<file path="src/rtl/alu_flag_pkg.sv">
package alu_flag_pkg;
   localparam int STAT_W = 8;
   localparam int FLAG_W = 5;

   typedef enum logic [3:0] {
      OP_ADD  = 4'h0, OP_ADDC = 4'h1, OP_SUB  = 4'h2, OP_SUBB = 4'h3,
      OP_AND  = 4'h4, OP_OR   = 4'h5, OP_XOR  = 4'h6, OP_CLR  = 4'h7,
      OP_MOVF = 4'h8, OP_MOVB = 4'h9, OP_RLC  = 4'hA, OP_RRC  = 4'hB,
      OP_SWAP = 4'hC, OP_BSET = 4'hD, OP_BCLR = 4'hE, OP_PASS = 4'hF
   } alu_op_e;

   // field order matches the status byte bits 4..0
   typedef struct packed {
      logic n;
      logic ov;
      logic z;
      logic dc;
      logic c;
   } flags_t;

   function automatic flags_t touch_mask(alu_op_e op);
      flags_t m;
      m = '0;
      case (op)
         OP_ADD, OP_ADDC, OP_SUB, OP_SUBB: m = '{n:1'b1, ov:1'b1, z:1'b1, dc:1'b1, c:1'b1};
         OP_AND, OP_OR, OP_XOR, OP_MOVF:   m = '{n:1'b1, ov:1'b0, z:1'b1, dc:1'b0, c:1'b0};
         OP_CLR:                           m = '{n:1'b0, ov:1'b0, z:1'b1, dc:1'b0, c:1'b0};
         OP_RLC, OP_RRC:                   m = '{n:1'b1, ov:1'b0, z:1'b1, dc:1'b0, c:1'b1};
         default:                          m = '0;
      endcase
      return m;
   endfunction
endpackage

</file>
<file path="src/rtl/alu_flag_arith.sv">
module alu_flag_arith #(
   parameter int DATA_W = 8,
   parameter int NIB_W  = 4
) (
   input  logic [DATA_W-1:0] a,
   input  logic [DATA_W-1:0] b,
   input  logic              sub,
   input  logic              use_cin,
   input  logic              c_in,
   output logic [DATA_W-1:0] sum,
   output logic              c_out,
   output logic              dc_out,
   output logic              ov_out
);
   localparam int MSB = DATA_W - 1;

   logic [DATA_W-1:0] b_eff;
   logic              cin_eff;
   logic [DATA_W:0]   full;
   logic [NIB_W:0]    low;

   always_comb begin
      b_eff   = sub ? ~b : b;
      cin_eff = use_cin ? c_in : sub;
      full    = {1'b0, a} + {1'b0, b_eff} + (DATA_W+1)'(cin_eff);
      low     = {1'b0, a[NIB_W-1:0]} + {1'b0, b_eff[NIB_W-1:0]} + (NIB_W+1)'(cin_eff);
      sum     = full[DATA_W-1:0];
      c_out   = full[DATA_W];
      dc_out  = low[NIB_W];
      ov_out  = (a[MSB] == b_eff[MSB]) && (sum[MSB] != a[MSB]);
   end
endmodule

</file>
<file path="src/rtl/alu_flag_logic.sv">
module alu_flag_logic
   import alu_flag_pkg::*;
#(
   parameter int DATA_W = 8,
   localparam int SEL_W = $clog2(DATA_W)
) (
   input  alu_op_e           op,
   input  logic [DATA_W-1:0] a,
   input  logic [DATA_W-1:0] b,
   input  logic [SEL_W-1:0]  bit_sel,
   input  logic              c_in,
   output logic [DATA_W-1:0] res,
   output logic              rot_c
);
   localparam int HALF = DATA_W / 2;

   logic [DATA_W-1:0] sel_mask;

   for (genvar g = 0; g < DATA_W; g++) begin : g_mask
      assign sel_mask[g] = (bit_sel == SEL_W'(g));
   end

   always_comb begin
      rot_c = 1'b0;
      case (op)
         OP_AND:  res = a & b;
         OP_OR:   res = a | b;
         OP_XOR:  res = a ^ b;
         OP_CLR:  res = '0;
         OP_MOVB: res = b;
         OP_RLC: begin
            res   = {a[DATA_W-2:0], c_in};
            rot_c = a[DATA_W-1];
         end
         OP_RRC: begin
            res   = {c_in, a[DATA_W-1:1]};
            rot_c = a[0];
         end
         OP_SWAP: res = {a[HALF-1:0], a[DATA_W-1:HALF]};
         OP_BSET: res = a | sel_mask;
         OP_BCLR: res = a & ~sel_mask;
         default: res = a;
      endcase
   end
endmodule

</file>
<file path="src/rtl/alu_flag_status.sv">
module alu_flag_status
   import alu_flag_pkg::*;
(
   input  logic   clk,
   input  logic   rst_n,
   input  logic   load_en,
   input  flags_t load_val,
   output flags_t flags_q
);
   always_ff @(posedge clk or negedge rst_n) begin
      if (!rst_n)       flags_q <= '0;
      else if (load_en) flags_q <= load_val;
   end
endmodule

</file>
<file path="src/rtl/alu_flag_unit.sv">
module alu_flag_unit
   import alu_flag_pkg::*;
#(
   parameter int DATA_W = 8,
   localparam int SEL_W = $clog2(DATA_W)
) (
   input  logic              clk,
   input  logic              rst_n,
   input  logic              op_valid,
   input  logic [3:0]        op_code,
   input  logic [DATA_W-1:0] opnd_a,
   input  logic [DATA_W-1:0] opnd_b,
   input  logic [SEL_W-1:0]  bit_sel,
   input  logic              dest_is_status,
   output logic [DATA_W-1:0] result,
   output logic              result_we,
   output logic [STAT_W-1:0] status_q
);
   localparam int MSB = DATA_W - 1;

   initial begin
      assert (DATA_W >= 8) else $error("DATA_W must be at least 8");
      assert (DATA_W % 2 == 0) else $error("DATA_W must be even for nibble swap");
   end

   alu_op_e           op;
   flags_t            cur, fresh, mask, merged, next_val;
   logic [DATA_W-1:0] ar_sum, lg_res;
   logic              ar_c, ar_dc, ar_ov, lg_c;
   logic              is_arith;

   assign op       = alu_op_e'(op_code);
   assign is_arith = (op == OP_ADD) || (op == OP_ADDC) || (op == OP_SUB) || (op == OP_SUBB);

   alu_flag_arith #(.DATA_W(DATA_W)) u_arith (
      .a      (opnd_a),
      .b      (opnd_b),
      .sub    ((op == OP_SUB) || (op == OP_SUBB)),
      .use_cin((op == OP_ADDC) || (op == OP_SUBB)),
      .c_in   (cur.c),
      .sum    (ar_sum),
      .c_out  (ar_c),
      .dc_out (ar_dc),
      .ov_out (ar_ov)
   );

   alu_flag_logic #(.DATA_W(DATA_W)) u_logic (
      .op     (op),
      .a      (opnd_a),
      .b      (opnd_b),
      .bit_sel(bit_sel),
      .c_in   (cur.c),
      .res    (lg_res),
      .rot_c  (lg_c)
   );

   always_comb begin
      result   = is_arith ? ar_sum : lg_res;
      fresh.n  = result[MSB];
      fresh.ov = ar_ov;
      fresh.z  = (result == '0);
      fresh.dc = ar_dc;
      fresh.c  = is_arith ? ar_c : lg_c;
      mask     = touch_mask(op);
      merged   = (fresh & mask) | (cur & ~mask);
      if (dest_is_status && (mask == '0)) next_val = flags_t'(result[FLAG_W-1:0]);
      else                                next_val = merged;
   end

   alu_flag_status u_status (
      .clk     (clk),
      .rst_n   (rst_n),
      .load_en (op_valid),
      .load_val(next_val),
      .flags_q (cur)
   );

   assign result_we = op_valid && !dest_is_status;
   assign status_q  = {{(STAT_W-FLAG_W){1'b0}}, cur};
endmodule

</file>
<file path="config.mk">
export PLATFORM = sky130hd
export DESIGN_NAME = alu_flag_unit
export DESIGN_NICKNAME = d
export VERILOG_FILES = /design/src/rtl/alu_flag_pkg.sv /design/src/rtl/alu_flag_arith.sv /design/src/rtl/alu_flag_logic.sv /design/src/rtl/alu_flag_status.sv /design/src/rtl/alu_flag_unit.sv
export SDC_FILE = /design/constraint.sdc
export NUM_CORES = 1
export LEC_CHECK = 0
export BUFFER_PORTS_ARGS = -buffer_cell sky130_fd_sc_hd__buf_2
export CAP_MARGIN = 20
export CORE_MARGIN = 2
export CORE_UTILIZATION = 35
export DETAILED_ROUTE_END_ITERATION = 10
export PLACE_DENSITY = 0.66
export SYNTH_ARGS = -nofsm -noshare
export SYNTH_HDL_FRONTEND = slang
export SYNTH_SLANG_ARGS = --single-unit
</file>
<file path="constraint.sdc">
create_clock -name clk -period 4.9 [get_ports clk]
set_input_delay 0.49 -clock clk [delete_from_list [all_inputs] [get_ports clk]]
set_output_delay 0.49 -clock clk [all_outputs]
set_load 0.005 [all_outputs]
</file>
Word-level counts from Yosys, hierarchy flattened
Memories as Yosys holds them, arrays and structs flattened.
Index checks and enable logic that the tools add are counted.
{"block": "word_totals", "n_memories": 1, "output_inout_bits": 17, "romBits": 80, "reg_bits": 5}
{"memory": "(no name shown)", "words": 16, "width": 5, "read_ports": 1, "rd_clocked_by_memory_dff": 0, "wr": 0, "line": "alu_flag_pkg.sv:24", "text": "case (op)"}
{"block": "op_classes", "reduce_logical": 13, "n_eq_ne": 22, "bitwise_logic": 11, "muxes": 7, "n_addsub": 4}
{"operator": "$pmux W8 S10", "count": 1}
{"operator": "$eq A4 B4 Y1 const B", "count": 6}
{"operator": "$and A8 B8 Y8", "count": 2}
{"operator": "$eq A4 B3 Y1 const B", "count": 4}
{"operator": "$mux W8", "count": 2}
{"operator": "$not A8 Y8", "count": 2}
{"operator": "$or A8 B8 Y8", "count": 2}
{"operator": "$eq A3 B3 Y1 const B", "count": 4}
{"operator": "$and A5 B5 Y5", "count": 2}
{"operator": "$add A8 B8 Y9", "count": 1}
{"operator": "$add A9 B1 Y9", "count": 1}
{"operator": "$eq A4 B2 Y1 const B", "count": 2}
{"operator": "$logic_not A8 Y1", "count": 1}
{"operator": "$xor A8 B8 Y8", "count": 1}
{"operator": "$eq A3 B2 Y1 const B", "count": 2}
{"operator": "$add A4 B4 Y5", "count": 1}
{"operator": "$add A5 B1 Y5", "count": 1}
{"operator": "$logic_not A5 Y1", "count": 1}
{"operator": "$logic_or A1 B1 Y1", "count": 5}
{"operator": "$mux W5", "count": 1}
{"operator": "$not A5 Y5", "count": 1}
{"operator": "$or A5 B5 Y5", "count": 1}
{"operator": "$eq A4 B1 Y1 const B", "count": 1}
{"operator": "$logic_not A4 Y1", "count": 1}
{"operator": "8 further kinds", "count": 11}

Depth between registers and ports, before layout
Gate-level depths: netlist of run 1.
{"block": "logic_depth", "ltp_word": 10, "depth_mapped": 17, "depth_no_buf": 13}

Modules after synthesis
From an unflattened synthesis of run 1, not the netlist that was laid out.
{"block": "hier_totals", "cells_unflattened": 260, "hier_area_um2": 2038.2}
{"module": "alu_flag_logic", "area_each_um2": 1014.7, "instances": 1, "cells_per_inst": 138}
{"module": "alu_flag_arith", "area_each_um2": 450.4, "instances": 1, "cells_per_inst": 55}
{"module": "alu_flag_unit", "area_each_um2": 391.6, "instances": 1, "cells_per_inst": 57}
{"module": "alu_flag_status", "area_each_um2": 181.4, "instances": 1, "cells_per_inst": 10}

Worst setup path after synthesis of run 1
Ideal clock, no wire load.
{"block": "synth_timing", "kind": "input to register", "startpoint": "input op_code[2]", "endpoint": "register (tool-made name)", "path_stages": 14, "slack_ns": 0.752, "t_arrival_ns": 4.056, "setup_ns": 0.092, "cell_sequence": "buf_4 -> clkbuf_1 -> nor2_1 -> clkbuf_1 -> and2_1 -> clkbuf_1 -> xnor2_1 -> fa_1 -> inv_1 -> fa_1 -> o32a_1 -> or4_1 -> or4b_1 -> o31ai_2"}
{"element": "start, declared", "line": "alu_flag_unit.sv:10", "text": "input logic [3:0] op_code,"}

Worst setup path in the final report of run 1
{"block": "layout_timing", "startpoint": "input op_code[1]", "endpoint": "output result[7]"}
{"block": "layout_between", "elab_chain_len": 6, "elab_cells_between_ends": 25, "classes_between": "2 x add/sub; 13 x eq/ne; 4 x mux; 6 x reduce/logical"}
{"element": "$eq A4 B2 Y1, on equally long branches", "line": "alu_flag_unit.sv:33, alu_flag_unit.sv:38, alu_flag_unit.sv:39"}
{"element": "$logic_or A1 B1 Y1", "line": "alu_flag_unit.sv:38", "text": ".sub ((op == OP_SUB) || (op == OP_SUBB)),"}
{"element": "$mux W8", "line": "alu_flag_arith.sv:23", "text": "b_eff = sub ? ~b : b;"}
{"element": "$add A8 B8 Y9", "line": "alu_flag_arith.sv:25", "text": "full = {1'b0, a} + {1'b0, b_eff} + (DATA_W+1)'(cin_eff);"}
{"element": "$add A9 B1 Y9", "line": "alu_flag_arith.sv:25"}
{"element": "$mux W8 *", "line": "alu_flag_unit.sv:58", "text": "result = is_arith ? ar_sum : lg_res;"}
{"element": "end, declared", "line": "alu_flag_unit.sv:15", "text": "output logic [DATA_W-1:0] result,"}
Every way passes the cells marked *; elsewhere a longest branch is shown, timed or not.

==> flow_summary.yaml, run 1 <==
routing:
  vias_per_cell: 6.06
  drc: 0
  ant_nets: 0
  num_vias: 2098
  drt_iter0_drc: 333
  first_pass_iters: 5
  wire_per_inst_um: 17.6
  routed_wl_um: 6100
final_layout:
  diodes: 0
  final_core_util_pct: 40.4
  drive_gt1_share_pct: 19.9
  seq_area_um2: 125
  multiInputGateArea_um2: 1520
  syn_to_final_growth_pct: 13.1
  fill_cells: 512
  final_common_cell: "buf_2"
  fin_nets: 314
  post-route-cell-area_um2: 2040
  final_cell_mix: "buf_2 (40), nand2_1 (21), o21ai_0 (17), a21oi_1 (17), xnor2_1 (13)"
floorplan:
  io_pins: 44
  initial_core_util_pct: 35.7
  die-area_um2: 5740
  die_y_um: 75.8
  coreArea_um2: 5040
  rows: 26
  die_x_um: 75.8
synth:
  yosysWarnings: 0
  netlist_area_um2: 1800
  ys_ff_latch: 5
  ys.flop_type: "dfrtp_1"
  synth-async-reset-ratio_pct: 100
  synth.avg_cell_area_um2: 7.21
  seq_area_frac_synth_pct: 6.94
  synth-edff-count: 0
  syn_inst: 250
  ys_types: 59
grt:
  grt-ovfl-total: 0
  gr-usage-all-layers_pct: 21.6
  grt_max_degree: 34
  antenna_found_initial: 0
  grt_pass1_vias: 1860
  grt_pass1_wl_um: 9400
cts:
  cts_buffer_depth: 2
  path_clk_slew_ns: 0.04
  cts_buffers: 3
  htreeDepth: 1
  cts_hold_buf: 0
  cts_root_buf: "clkbuf_8"
  cts_tree: "done"
  post_cts_buffers: 0
  clock_sinks: 5
  clk_latency_ns: 0.23
  ctsResizeCount: 0
sta:
  skew_ns: 0.00576
  setup_slack_ns: 0.987
  hold_viol_final: 0
  relSlewSlack_pct: 38.1
  rsz0062_at_grt: "false"
  fin_crit_sh_pct: 79.9
  max_clock_freq_ghz: 0.256
  fin_crit_ns: 3.91
  final-setup-viol-count: 0
  tightest_slew_ns: 0.915
  slew_violations: 0
  setup_tns_ns: 0
pwr:
  power.total_uw: 358
  power_density_nw_per_um2: 176
  vdd_ir_drop_max_mv: 0.0894
  p_leak_nw: 0.846
placement:
  pre_cts_ws_ns: 0.927
  place_hpwl_um: 4560
  place_area_um2: 1990
  gp_congestion: 0.973
  io_buffers: 40
worst_setup_path:
  cp.arrival_ns: 3.42
  crit_required_ns: 4.41
  crit_fanout: 32
  rrSetupSlack_ns: 1.87
  start_kind: "input pin"
  crit_type: "input pin to output port"
  end_kind: "output port"
  ff2ff_path_depth: 9
status:
  status: "finished, final reports clean"
worst_hold_path:
  min_path_type: "input pin to async pin"
flow_run:
  maxCapViolCount: 0
## metrics by stage
| step | hold slack, ns | std cells |
|---|---|---|
| 5_1_grt | 0.0700 | 346 |
| 6_report | 0.0649 | 346 |
| 2_1_floorplan | 0.194 | 252 |
| 3_5_place_dp | 0.313 | 342 |
| 3_3_place_gp | 0.310 | 342 |
| 4_1_cts | 0.0662 | 346 |
## critical path, cell delays in order
cell	delay (ns)
buf_2	0.44
and2_1	0.49
xnor2_1	0.16
fa_1	0.44
o21ai_0	0.31
a31oi_1	0.17
o21ai_0	0.32
xnor2_1	0.10
a21oi_1	0.31
buf_2	0.18
## cell families (layout without fill, tap and decap cells)
group / Yosys count / in the layout / synth area share, %
compound gates: 91 / 91 / 35.5
xor+xnor: 22 / 22 / 10.7
fa+ha+maj: 10 / 10 / 7.78
buf+inv: 34 / 58 / 9.37
flops: 5 / 5 / 6.94
mux: 10 / 10 / 5.90
other cells: 1 / 3 / 0.208
simple gates: 77 / 77 / 23.6
## synth_stat cells, types with 5 or more instances
| cell | count | share of area [%] |
|---|---|---|
| a21oi_1 | 17 | 4.7 |
| inv_1 | 11 | 2.3 |
| ha_1 | 8 | 5.6 |
| xor2_1 | 9 | 4.4 |
| nand2_1 | 21 | 4.4 |
| xnor2_1 | 13 | 6.3 |
| clkbuf_1 | 10 | 2.1 |
| dfrtp_1 | 5 | 6.9 |
| buf_4 | 6 | 2.5 |
| nand3_1 | 6 | 1.7 |
| a22oi_1 | 10 | 4.2 |
| nor2b_1 | 7 | 2.4 |
| nand2b_1 | 7 | 2.4 |
| nor2_1 | 11 | 2.3 |
| mux2i_1 | 5 | 2.8 |
| o21ai_0 | 17 | 4.7 |
| a32oi_1 | 7 | 3.4 |
## worst max-delay path by stage
stage | start | end | depth (start not counted)
5_1_grt | op_code[1] | result[7] | 10
2_1_floorplan | op_code[2] | flip-flop | 14
4_1_cts | op_code[1] | result[7] | 10
6_report | op_code[1] | result[7] | 10
3_3_place_gp | op_code[1] | flip-flop | 10
3_5_place_dp | op_code[1] | flip-flop | 10
## power breakdown
part / switching [mW] / leakage, nW / internal (mW)
Clock: 0.0255 / 0.0255 / 0.0550
Combinational: 0.129 / 0.758 / 0.0937
Sequential: 0.00545 / 0.0629 / 0.0488
## area by class of cell
cell class              instances  share of cell area (%)
multi-input cells             213                    74.3
clock buffers                   3                    2.03
clock inverters                 1                   0.246
well taps                      70                    4.30
inverters                      11                    2.03
repair buffers                 43                    10.9
flip-flops and latches          5                    6.14
## per-layer routing
metal | up-vias | track usage, % | wire [um]
li1 | 981 | - | -
met2 | 119 | 33.2 | 2820
met4 | 0 | 10.3 | 211
met3 | 18 | 3.04 | 539
met5 | - | 0 | 0
met1 | 980 | 29.6 | 2530
(Power assumes the default switching activity.)
==> run 2, diff against run 1 <==
Clock period 4.9 ns to 3.8 ns, I/O delays scaled along.
==> run 2 against run 1 <==
Core utilization up 1.0 points. Register-to-register slack got worse by 1.2 ns. Sequential cell count is the same. Final cell count increased by 2.0%. Critical path type unchanged. Die area unchanged.
==> flow_summary.yaml, run 2 (same netlist as run 1, synthesis figures left out) <==
grt:
  gr-usage-all-layers_pct: 21.3
  grt-ovfl-total: 0
  grt_pass1_wl_um: 9450
  grt_pass1_vias: 1861
  antenna_found_initial: 0
  grt_max_degree: 34
placement:
  dp_cells: 347
  gp_congestion: 1.02
  place_hpwl_um: 4610
  io_buffers: 40
routing:
  ant_nets: 0
  drc: 0
  wire_per_inst_um: 16.7
  drt_iter0_drc: 244
  vias_per_cell: 5.76
  first_pass_iters: 5
  num_vias: 2035
  routed_wl_um: 5910
cts:
  cts_tree: "done"
  cts_buffers: 3
  htreeDepth: 1
  cts_buffer_depth: 2
  path_clk_slew_ns: 0.04
  cts_root_buf: "clkbuf_8"
  clk_latency_ns: 0.22
  post_cts_buffers: 0
  clock_sinks: 5
floorplan:
  rows: 26
  coreArea_um2: 5040
  die-area_um2: 5740
  initial_core_util_pct: 35.7
  io_pins: 44
  die_y_um: 75.8
  die_x_um: 75.8
worst_setup_path:
  end_kind: "output port"
  crit_type: "input pin to output port"
  crit_fanout: 6
  crit_required_ns: 3.42
  critPathMaxStageDelay_ns: 0.32
  cp.arrival_ns: 3.02
  cp_slowest_cell: "a21oi_1"
  path_cells: "buf_2, nor2_1, and2_1, buf_4, xor2_1, ha_1, a21oi_1, o21ai_0, a31oi_1, o21ai_0, xnor2_1, a21oi_1, buf_2"
  start_kind: "input pin"
sta:
  holdWs_ns: 0.466
  relSlewSlack_pct: 55.3
  final-setup-viol-count: 0
  fin_crit_ns: 3.40
  skew_ns: 0.00196
  hold_viol_final: 0
  max_clock_freq_ghz: 0.294
  tightest_slew_ns: 0.662
  fin_crit_sh_pct: 89.4
  setup_tns_ns: 0
  slew_violations: 0
  rsz0062_at_grt: "false"
status:
  status: "finished, final reports clean"
pwr:
  power.total_uw: 461
  vdd_ir_drop_max_mv: 0.162
  p_leak_nw: 0.876
  power_density_nw_per_um2: 221
final_layout:
  syn_to_final_growth_pct: 16.0
  fin_nets: 321
  layout.cells.non_filler: 353
  drive_gt1_share_pct: 21.2
  final_cell_mix: "buf_2 (40), nand2_1 (21), o21ai_0 (17), a21oi_1 (17), xnor2_1 (13)"
  diodes: 0
  final_common_cell: "buf_2"
worst_hold_path:
  min_path_type: "flip-flop to flip-flop"
flow_run:
  maxCapViolCount: 0
run 2: cell types whose count changed in the layout (fill, tap and decap cells not counted), sizes merged:
cell / previous run / this run
clkbuf: 3 / 5
clkinv: 1 / 0
buf: 43 / 48
dlygate4sd3: 0 / 1
run 2: power by group:
group          switching, mW  internal (mW)
combinational          0.165          0.127
clock                 0.0255         0.0720
sequential           0.00794         0.0630
run 2: repair_timing:
action                    in CTS  in global routing
resized for setup              0                  0
hold endpoints to repair       5                  0
hold buffers                   1                  0
run 2: stage by stage:
step,area [um^2],setup WS [ns],utilization [%]
global route,2090,0.0914,41.4
detailed placement,2030,0.338,40.2
floorplan,1810,0.0159,-
global placement,2030,0.427,40.2
CTS,2080,0.422,41.3
finish,2090,0.401,41.4
run 2: critical path, delay by kind of cell:
| family | cells | cell delay (ns) |
|---|---|---|
| buffers and inverters | 3 | 0.47 |
| adder cells (fa/ha/maj) | 1 | 0.31 |
| AND/OR/NAND/NOR | 2 | 0.35 |
| XOR/XNOR | 2 | 0.41 |
| AO/OA/AOI/OAI | 5 | 1.10 |
run 2: routing by layer:
metal | share of wire [%] | global-route usage, % | wire length, um
met1 | 43 | 30.3 | 2550
met4 | 2.2 | 4.87 | 131
met5 | 0 | 0 | 0
met3 | 8.1 | 3.17 | 481
met2 | 46 | 33.9 | 2740
run 2: area by class of cell:
class / instances / area (um^2)
inverters: 11 / 41.3
clock buffers: 4 / 45.0
repair buffers: 50 / 275
multi-input cells: 213 / 1520
well taps: 70 / 87.6
flip-flops and latches: 5 / 125
fillers: 542 / 2950
run 2: worst paths after layout:
path                            startpoint   endpoint  slack, ns  cells after the start
max in group asynchronous            rst_n  async pin       3.16                      2
worst max register to register   flip-flop  flip-flop       0.70                      9
worst min register to register   flip-flop  flip-flop       0.47                      2
worst max-delay path            op_code[2]  result[7]       0.40                     13
worst min-delay path             flip-flop  flip-flop       0.47                      2
min in group asynchronous            rst_n  async pin       0.51                      2
==> run 3, diff against run 2 <==
Settings changed: ABC_AREA from default to 0, BUFFER_PORTS_ARGS -buffer_cell sky130_fd_sc_hd__buf_2 to -buffer_cell sky130_fd_sc_hd__clkbuf_2.
Clock period 3.8 ns to 4.2 ns, I/O delays scaled along.
==> run 3 against run 2 <==
Register-to-register slack gained 0.47 ns. Critical path type unchanged. Final cell count shrank 0.85%. Core utilization shrank 0.50 points. Clock-buffer cell count is the same. Critical endpoint unchanged. Largest cell class unchanged. Combinational power shrank 10%. Sequential power shrank 10%.
==> flow_summary.yaml, run 3 (same netlist as run 1, synthesis figures left out) <==
cts:
  htreeDepth: 1
  path_clk_slew_ns: 0.04
  clock_sinks: 5
  cts_buffer_depth: 2
  ctsResizeCount: 0
  cts_hold_buf: 0
  post_cts_buffers: 0
  cts_tree: "done"
  cts_buffers: 3
  cts_root_buf: "clkbuf_8"
  clk_latency_ns: 0.23
grt:
  grt_pass1_vias: 1777
  grt_max_degree: 34
  grt_pass1_wl_um: 9230
  gr-usage-all-layers_pct: 21.0
  grt-ovfl-total: 0
  antenna_found_initial: 0
sta:
  final-setup-viol-count: 0
  fin_crit_ns: 3.46
  setup_tns_ns: 0
  slew_violations: 0
  fin_crit_sh_pct: 82.4
  tightest_slew_ns: 0.802
  hold_viol_final: 0
  holdWs_ns: 0.00270
  rsz0062_at_grt: "false"
  skew_ns: 0.00522
  max_clock_freq_ghz: 0.289
  relSlewSlack_pct: 45.8
final_layout:
  fill_cells: 532
  syn_to_final_growth_pct: 14.6
  diodes: 0
  fin_nets: 318
  multiInputGateArea_um2: 1520
  final_cell_mix: "clkbuf_2 (40), nand2_1 (21), o21ai_0 (17), a21oi_1 (17), xnor2_1 (13)"
  final_common_cell: "clkbuf_2"
  drive_gt1_share_pct: 20.7
  seq_area_um2: 125
pwr:
  power.total_uw: 417
  power_density_nw_per_um2: 202
  clockPowerShare_pct: 21.9
  power_switching_uw: 183
  p_leak_nw: 0.869
  p_sw_share_pct: 44.0
  vdd_ir_drop_max_mv: 0.111
  combinationalPowerShare_pct: 62.8
  p_int_uw: 233
  sequentialPowerShare_pct: 15.2
floorplan:
  coreArea_um2: 5040
  initial_core_util_pct: 35.7
  die_y_um: 75.8
  die_x_um: 75.8
  rows: 26
  die-area_um2: 5740
  io_pins: 44
flow_run:
  maxCapViolCount: 0
worst_hold_path:
  min_path_type: "input pin to async pin"
worst_setup_path:
  crit_fanout: 14
  rrSetupSlack_ns: 1.17
  critPathCapture: "result[7]"
  end_kind: "output port"
  ff2ff_path_depth: 9
  crit_required_ns: 3.78
  start_kind: "input pin"
  crit_type: "input pin to output port"
  cp.arrival_ns: 3.04
  startpoint: "op_code[1]"
routing:
  drc: 0
  num_vias: 2108
  vias_per_cell: 6.02
  routed_wl_um: 5970
  wire_per_inst_um: 17.1
  ant_nets: 0
  drt_iter0_drc: 244
  first_pass_iters: 5
placement:
  io_buffers: 40
  place_hpwl_um: 4520
  gp_congestion: 0.961
status:
  status: "finished, final reports clean"
==> run 3: changes by cell type in the layout (fill, tap and decap cells not counted), sizes merged <==
cell | previous run | this run
clkbuf | 5 | 44
dlygate4sd3 | 1 | 0
buf | 48 | 7
==> run 3: metrics by stage <==
step,setup slack [ns],utilization (%),cell area (um^2),instances
final,0.741,40.9,2060,350
after global routing,0.467,40.9,2060,350
after CTS,0.755,40.9,2060,350
after detailed placement,0.686,40.0,2020,346
after global placement,0.713,40.0,2010,345
after floorplan,0.122,-,1810,252
==> run 3: worst max-delay path: stages <==
cell and delay [ns]:
clkbuf_2 0.21, and2_1 0.20, buf_4 0.17, xnor2_1 0.15, fa_1 0.42, o21ai_0 0.30, a31oi_1 0.17, o21ai_0 0.36
xnor2_1 0.11, a21oi_1 0.34, clkbuf_2 0.18
==> run 3: layout make-up <==
| cell class | instances | area share (%) |
|---|---|---|
| Sequential cell | 5 | 6.06 |
| Clock buffer | 4 | 2.18 |
| Timing Repair Buffer | 47 | 12.1 |
| Inverter | 11 | 2.00 |
| Tap cell | 70 | 4.24 |
| Multi-Input combinational cell | 213 | 73.4 |
==> run 3: worst min path at each step <==
| stage | endpoint | cells past startpoint |
|---|---|---|
| final | async pin | 1 |
| after global placement | async pin | 1 |
| after detailed placement | async pin | 1 |
| after global routing | async pin | 1 |
| after floorplan | async pin | 0 |
| after CTS | async pin | 1 |
==> run 3: power groups by stage <==
stage | Clock (mW) | Combinational, mW | Sequential (mW)
finish | 0.0914 | 0.262 | 0.0635
floorplan | 0 | 0.175 | 0.0633
global placement | 0 | 0.255 | 0.0639
global route | 0.0962 | 0.288 | 0.0645
CTS | 0.0939 | 0.258 | 0.0635
detailed placement | 0 | 0.256 | 0.0641
==> run 3: routing by layer <==
metal / part of all wire [%] / GRT usage, % / vias up
met5: 0 / 0 / -
met4: 2.1 / 4.68 / 0
met3: 9.8 / 2.78 / 13
met2: 46 / 32.0 / 119
met1: 42 / 31.3 / 984
li1: - / - / 992
